`src/rtl/cell_rx_pkg.sv`:
```
// Shared types for the dual-FIFO cell reassembly reader.
// Assumes: one payload byte per FIFO entry, four byte lanes per SRAM word.
package cell_rx_pkg;
    typedef enum logic [1:0] {
        M_HUNT = 2'd0,   // no cell in progress, looking for a start byte
        M_CELL = 2'd1,   // cell accepted, locked to one FIFO
        M_DROP = 2'd2    // receive cell being drained without a buffer
    } rx_mode_e;

    localparam int unsigned BYTE_W = 8;
    localparam int unsigned LANES  = 4;
    localparam int unsigned WORD_W = BYTE_W * LANES;
endpackage

```
`src/rtl/cell_rx_arb.sv`:
```
// FIFO read arbiter. Picks which FIFO to pop in the current cycle.
// Assumes: FIFO head data is valid whenever empty is low (first-word
// fall-through), and a strobe consumes the head at the rising edge.
// A read is always followed by an idle cycle, so every empty flag has
// settled before it is looked at again.
module cell_rx_arb
    import cell_rx_pkg::*;
(
    input  logic     clk,
    input  logic     rst_n,
    input  rx_mode_e mode,
    input  logic     lock_lb,
    input  logic     buf_ok,
    input  logic     rx_empty,
    input  logic     lb_empty,
    output logic     rx_rd,
    output logic     lb_rd
);
    logic gap_q;
    logic last_lb_q;
    logic rx_ok, lb_ok, lb_hunt_ok;

    // Choose the FIFO to read from the mode, the empty flags and the last source.
    always_comb begin
        rx_ok      = !rx_empty && !gap_q;
        lb_ok      = !lb_empty && !gap_q;
        lb_hunt_ok = lb_ok && buf_ok;
        rx_rd      = 1'b0;
        lb_rd      = 1'b0;
        unique case (mode)
            M_HUNT: begin
                if (rx_ok && lb_hunt_ok) begin
                    rx_rd = last_lb_q;
                    lb_rd = !last_lb_q;
                end else begin
                    rx_rd = rx_ok;
                    lb_rd = lb_hunt_ok && !rx_ok;
                end
            end
            M_CELL: begin
                rx_rd = rx_ok && !lock_lb;
                lb_rd = lb_ok && lock_lb;
            end
            default: rx_rd = rx_ok;
        endcase
    end

    // Insert the idle cycle after each read and remember the source just read.
    always_ff @(posedge clk) begin
        if (!rst_n) begin
            gap_q     <= 1'b0;
            last_lb_q <= 1'b1;
        end else begin
            gap_q <= rx_rd || lb_rd;
            if (rx_rd || lb_rd) begin
                last_lb_q <= lb_rd;
            end
        end
    end
endmodule

```
`src/rtl/cell_rx_ctrl.sv`:
```
// Cell sequencer. Tracks hunt / cell / drop mode, counts payload bytes and
// raises the load, rewind and push commands for the packer. Sets the sticky
// status flags.
// Assumes: a cell carries exactly LEN_B payload bytes after its start byte.
module cell_rx_ctrl
    import cell_rx_pkg::*;
#(
    parameter int unsigned LEN_B = 52
) (
    input  logic     clk,
    input  logic     rst_n,
    input  logic     rx_rd,
    input  logic     lb_rd,
    input  logic     soc,
    input  logic     buf_ok,
    output rx_mode_e mode,
    output logic     lock_lb,
    output logic     load,
    output logic     rewind,
    output logic     push,
    output logic     last,
    output logic     st_restart,
    output logic     st_drop
);
    localparam int unsigned CW = $clog2(LEN_B);

    logic          take;
    logic          at_end;
    logic          start_drop;
    logic [CW-1:0] cnt_q;

    // Decode the byte just taken into packer commands.
    always_comb begin
        take       = rx_rd || lb_rd;
        at_end     = (cnt_q == CW'(LEN_B - 1));
        load       = take && soc && buf_ok && (mode != M_CELL);
        start_drop = take && soc && !buf_ok && (mode != M_CELL);
        rewind     = take && soc && (mode == M_CELL);
        push       = take && !soc && (mode == M_CELL);
        last       = push && at_end;
    end

    // Mode, byte count and locked source.
    always_ff @(posedge clk) begin
        if (!rst_n) begin
            mode    <= M_HUNT;
            cnt_q   <= '0;
            lock_lb <= 1'b0;
        end else if (load) begin
            mode    <= M_CELL;
            cnt_q   <= '0;
            lock_lb <= lb_rd;
        end else if (start_drop || rewind) begin
            mode  <= start_drop ? M_DROP : M_CELL;
            cnt_q <= '0;
        end else if (take && !soc && (mode != M_HUNT)) begin
            cnt_q <= cnt_q + 1'b1;
            if (at_end) begin
                mode  <= M_HUNT;
                cnt_q <= '0;
            end
        end
    end

    // Sticky status flags, cleared only by reset.
    always_ff @(posedge clk) begin
        if (!rst_n) begin
            st_restart <= 1'b0;
            st_drop    <= 1'b0;
        end else begin
            if (rewind)     st_restart <= 1'b1;
            if (start_drop) st_drop    <= 1'b1;
        end
    end
endmodule

```
`src/rtl/cell_rx_pack.sv`:
```
// Byte-to-word packer and SRAM write port. Places byte lanes in
// little-endian order and writes each completed word to base plus word index.
// Assumes: LEN_B is a multiple of four, and load / rewind never coincide with push.
module cell_rx_pack
    import cell_rx_pkg::*;
#(
    parameter int unsigned AW    = 16,
    parameter int unsigned LEN_B = 52
) (
    input  logic              clk,
    input  logic              rst_n,
    input  logic              load,
    input  logic              rewind,
    input  logic              push,
    input  logic              last,
    input  logic [BYTE_W-1:0] din,
    input  logic [AW-1:0]     base_in,
    output logic              mem_we,
    output logic [AW-1:0]     mem_addr,
    output logic [WORD_W-1:0] mem_wdata,
    output logic              cell_done
);
    localparam int unsigned WORDS = LEN_B / LANES;
    localparam int unsigned WIW   = $clog2(WORDS + 1);
    localparam int unsigned LW    = $clog2(LANES);

    logic [AW-1:0]     base_q;
    logic [WIW-1:0]    widx_q;
    logic [LW-1:0]     lane_q;
    logic [WORD_W-1:0] acc_q;
    logic [WORD_W-1:0] wnext;

    // Merge the incoming byte into its lane of the word being assembled.
    always_comb begin
        wnext = acc_q;
        wnext[{lane_q, 3'b000} +: BYTE_W] = din;
    end

    // Lane and word counters, base register and registered write port.
    always_ff @(posedge clk) begin
        if (!rst_n) begin
            base_q    <= '0;
            widx_q    <= '0;
            lane_q    <= '0;
            acc_q     <= '0;
            mem_we    <= 1'b0;
            mem_addr  <= '0;
            mem_wdata <= '0;
            cell_done <= 1'b0;
        end else begin
            mem_we    <= 1'b0;
            cell_done <= 1'b0;
            if (load || rewind) begin
                if (load) base_q <= base_in;
                widx_q <= '0;
                lane_q <= '0;
            end else if (push) begin
                acc_q  <= wnext;
                lane_q <= lane_q + 1'b1;
                if (lane_q == LW'(LANES - 1)) begin
                    mem_we    <= 1'b1;
                    mem_wdata <= wnext;
                    mem_addr  <= base_q + AW'(widx_q);
                    widx_q    <= widx_q + 1'b1;
                    cell_done <= last;
                end
            end
        end
    end
endmodule

```
`src/rtl/cell_rx_reader.sv`:
```
// Top of the dual-FIFO cell reassembly reader: the arbiter picks a FIFO,
// the sequencer tracks the cell and the packer writes the words.
// Assumes: FIFOs with fall-through heads and a word-addressed SRAM port
// that accepts a write in every cycle.
module cell_rx_reader
    import cell_rx_pkg::*;
#(
    parameter int unsigned AW    = 16,
    parameter int unsigned LEN_B = 52
) (
    input  logic          clk,
    input  logic          rst_n,
    input  logic [8:0]    rx_data,
    input  logic          rx_empty,
    output logic          rx_rd,
    input  logic [8:0]    lb_data,
    input  logic          lb_empty,
    output logic          lb_rd,
    input  logic          buf_ok,
    input  logic [AW-1:0] buf_base,
    output logic          mem_we,
    output logic [AW-1:0] mem_addr,
    output logic [31:0]   mem_wdata,
    output logic          cell_done,
    output logic          st_restart,
    output logic          st_drop
);
    rx_mode_e   mode;
    logic       lock_lb;
    logic       load, rewind, push, last;
    logic [8:0] byte_sel;

    // Route the head entry of the FIFO being read.
    always_comb begin
        byte_sel = lb_rd ? lb_data : rx_data;
    end

    cell_rx_arb u_arb (
        .clk      (clk),
        .rst_n    (rst_n),
        .mode     (mode),
        .lock_lb  (lock_lb),
        .buf_ok   (buf_ok),
        .rx_empty (rx_empty),
        .lb_empty (lb_empty),
        .rx_rd    (rx_rd),
        .lb_rd    (lb_rd)
    );

    cell_rx_ctrl #(.LEN_B(LEN_B)) u_ctrl (
        .clk        (clk),
        .rst_n      (rst_n),
        .rx_rd      (rx_rd),
        .lb_rd      (lb_rd),
        .soc        (byte_sel[8]),
        .buf_ok     (buf_ok),
        .mode       (mode),
        .lock_lb    (lock_lb),
        .load       (load),
        .rewind     (rewind),
        .push       (push),
        .last       (last),
        .st_restart (st_restart),
        .st_drop    (st_drop)
    );

    cell_rx_pack #(.AW(AW), .LEN_B(LEN_B)) u_pack (
        .clk       (clk),
        .rst_n     (rst_n),
        .load      (load),
        .rewind    (rewind),
        .push      (push),
        .last      (last),
        .din       (byte_sel[7:0]),
        .base_in   (buf_base),
        .mem_we    (mem_we),
        .mem_addr  (mem_addr),
        .mem_wdata (mem_wdata),
        .cell_done (cell_done)
    );
endmodule

```
`config.mk`:
```
export PLATFORM = sky130hd
export DESIGN_NAME = cell_rx_reader
export DESIGN_NICKNAME = d
export VERILOG_FILES = /design/src/rtl/cell_rx_pkg.sv /design/src/rtl/cell_rx_arb.sv /design/src/rtl/cell_rx_ctrl.sv /design/src/rtl/cell_rx_pack.sv /design/src/rtl/cell_rx_reader.sv
export SDC_FILE = /design/constraint.sdc
export NUM_CORES = 1
export LEC_CHECK = 0
export BUFFER_PORTS_ARGS = -buffer_cell sky130_fd_sc_hd__buf_4
export CAP_MARGIN = 15
export CORE_ASPECT_RATIO = 1.2
export CORE_MARGIN = 5
export CORE_UTILIZATION = 60
export CTS_BUF_LIST = sky130_fd_sc_hd__clkbuf_8
export DETAILED_ROUTE_END_ITERATION = 10
export PLACE_DENSITY = 0.85
export SLEW_MARGIN = 5
export SYNTH_ARGS = -nofsm -noshare
export SYNTH_HDL_FRONTEND = slang
export SYNTH_SLANG_ARGS = --single-unit
```
`constraint.sdc`:
```
create_clock -name clk -period 5 [get_ports clk]
set_clock_uncertainty 0.05 [all_clocks]
set_input_delay 1 -clock clk [delete_from_list [all_inputs] [get_ports clk]]
set_output_delay 1 -clock clk [all_outputs]
set_load 0.005 [all_outputs]
```
==> results.sh <==
export IMPL_overflow=0
export IMPL_cts_hold_buffers=0
export IMPL_synthCells=593
export IMPL_synth_warnings=0
export IMPL_diodes=0
export IMPL_vias_per_cell=5.88
export IMPL_synth_seq_cells=117
export IMPL_worstPathArrival_ns=2.29
export IMPL_drc=0
export IMPL_grt_pass1_vias=4594
export IMPL_coreArea_um2=8520
export IMPL_worstMarginPinSlew_ns=0.934
export IMPL_ys_seq_area_share_pct=45.2
export IMPL_netlist_area_um2=5180
export IMPL_fin_ws_ns=1.66
export IMPL_area_growth_pct=21.8
export IMPL_ioPinCount=93
export IMPL_cts_tree="yes"
export IMPL_rsz0062_at_grt="no"
export IMPL_placed_cells=770
export IMPL_ir_worst_vdd_mv=0.227
export IMPL_fp_dieH_um=112
export IMPL_post_route_period_util_pct=66.8
export IMPL_dp_hpwl_mm=8.43
export IMPL_synthFlopType="dfxtp_1"
export IMPL_async_flop_share_pct=0
export IMPL_hold_depth=2
export IMPL_grt_pass1_wl_mm=21.0
export IMPL_crit_fanout=9
export IMPL_htree_levels=4
export IMPL_cp_end_kind="primary output"
export IMPL_clock_latency_ns=0.42
export IMPL_synthesis_nets=645
export IMPL_grt_start_max_net_pins=112
export IMPL_synth_common_cells="117 x dfxtp_1, 89 x o21ai_0, 64 x a31oi_1, 37 x nand2b_1, 32 x or2_2"
export IMPL_antenna_found_initial=0
export IMPL_antenna_left=0
export IMPL_nets=725
export IMPL_power_density_nw_per_um2=322
export IMPL_cts_resized=0
export IMPL_hold_violations=0
export IMPL_slew_viol_final=0
export IMPL_worstHoldPathType="register to register"
export IMPL_drive_gt1_share_pct=24.9
export IMPL_setup_viol=0
export IMPL_status="finished clean"
export IMPL_path_class="input pin to primary output"
export IMPL_initial_core_util_pct=60.9
export IMPL_synth_edff_count=0
export IMPL_cts_setup_buffers=0
export IMPL_grt_total_usage_pct=24.6
export IMPL_cts_buffers=17
export IMPL_critPathLaunchType="input pin"
export IMPL_synth_top_area_cell="dfxtp_1"
export IMPL_cp_required_ns=3.95
export IMPL_cellLeakagePower_uw=0.00245
export IMPL_dr_pass1_iters=6
export IMPL_cts_reportedPaths_clkPinSlew_ns=0.07
export IMPL_syn_area_per_cell_um2=8.74
export IMPL_synth_most_common_cell="dfxtp_1"
export IMPL_ys_types=52
export IMPL_dieArea_um2=10600
export IMPL_cts_root_buffer="clkbuf_8"
export IMPL_drt_wl_total_mm=13.0
export IMPL_wl_per_cell_um=16.2
export IMPL_slew_headroom_pct=37.7
export IMPL_synth_area_leaders="dfxtp_1 45%, o21ai_0 8.6%, a31oi_1 7.7%"
export IMPL_die_w_um=94.9
export IMPL_drtIter0Drc=368
export IMPL_max_clock_path_buffers=2
export IMPL_tns_ns=0
export IMPL_synth_top_area_share_pct=45.2
export IMPL_cts_sinks=117
export IMPL_worstRegToRegCells=7
export IMPL_max_freq_mhz=299
export IMPL_portBuffers=92
export IMPL_fp_row_count=37
export IMPL_instances_no_fill=803
export IMPL_gp_congestion=0.819
export IMPL_maxCapViolCount=0
export IMPL_vias=4722
export IMPL_dpl_worst_slack_ns=1.55
export IMPL_post_route_min_period_ns=3.34
==> per-layer routing <==
layer | global-route usage, % | vias to the layer above | wire length [um]
met3 | 7.50 | 21 | 995
met1 | 29.8 | 2211 | 5240
met2 | 40.7 | 200 | 6490
li1 | - | 2290 | -
met4 | 9.14 | 0 | 250
met5 | 0 | - | 0
==> critical path, cell delays in order <==
cell,delay (ns)
buf_4,0.11
nand2b_1,0.15
and4_4,0.22
nor2_1,0.32
clkinv_2,0.28
buf_4,0.21
==> metrics by stage <==
step | total power (uW) | cell area [um^2] | hold slack [ns] | utilization, %
final | 2030 | 6310 | 0.408 | 74.1
after global routing | 2100 | 6310 | 0.435 | 74.1
after CTS | 2040 | 6300 | 0.409 | 74.0
after detailed placement | 1120 | 5870 | 0.399 | 68.9
after global placement | 1110 | 5870 | 0.395 | 68.9
after floorplan | 1060 | 5180 | 0.392 | -
==> placed cells by master (no fill, tap or decap), types with 2 or more instances in the layout <==
cell type / instances
dfxtp_1: 117
buf_4: 94
o21ai_0: 89
a31oi_1: 64
nand2b_1: 37
or2_2: 32
nor2_1: 31
nand3_1: 30
nand2_1: 30
clkbuf_8: 18
a21oi_1: 17
inv_1: 14
ha_1: 12
xor2_1: 10
mux2i_1: 10
xnor2_1: 8
a211oi_1: 6
o211ai_1: 5
clkinv_2: 5
nand4_1: 5
nor3_1: 4
bufinv_16: 4
o21ai_1: 3
clkinv_4: 3
or3_1: 2
nor2_2: 2
nand3b_1: 2
and3_1: 2
o21bai_1: 2
o211ai_2: 2
o21a_1: 2
o31ai_1: 2
clkinvlp_4: 2
==> where the power goes <==
group          switching [uW]  leakage [uW]  internal, uW  total (uW)
Sequential               14.4      0.000945           949         964
Combinational            80.6       0.00128          57.0         138
Clock                     379      0.000220           553         931
Total                     474       0.00245          1560        2030
==> cells by family (layout without fill, tap and decap cells) <==
kind of cell	count (synthesis)	in the layout	synth area share [%]
compound gates	202	202	22.9
mux	10	10	1.93
fa+ha+maj	13	13	3.28
buf+inv	48	141	4.61
flops	117	117	45.2
simple gates	185	185	19.1
xor+xnor	18	18	3.04
==> cell type report <==
class                   instances  area [um^2]
flip-flops and latches        117         2340
clock inverters                14          185
repair buffers                 95          721
well taps                     117          146
inverters                      14         53.8
clock buffers                  18          248
multi-input cells             428         2620
fillers                       662         2200
==> state kept, by name, summed over array words and instances (netlist names) <==
name / cells
u_pack.acc_q: 32
u_pack.mem_wdata: 32
u_pack.base_q: 16
u_pack.mem_addr: 16
u_ctrl.cnt_q: 6
u_pack.widx_q: 4
u_ctrl.mode: 2
u_pack.lane_q: 2
u_arb.gap_q: 1
u_arb.last_lb_q: 1
u_ctrl.lock_lb: 1
u_ctrl.st_drop: 1
u_ctrl.st_restart: 1
u_pack.cell_done: 1
u_pack.mem_we: 1
==> path summary, 6_finish.rpt <==
| check | startpoint | endpoint | slack, ns |
|---|---|---|---|
| setup / recovery | rx_empty | lb_rd | 1.66 |
| setup reg to reg | u_ctrl.mode[0] | u_pack.acc_q[19] | 1.98 |
| hold reg to reg | u_pack.mem_addr[2] | u_pack.mem_addr[2] | 0.41 |
| hold / removal | u_pack.mem_addr[2] | u_pack.mem_addr[2] | 0.41 |
No activity file was read; power rests on OpenSTA's default activity.
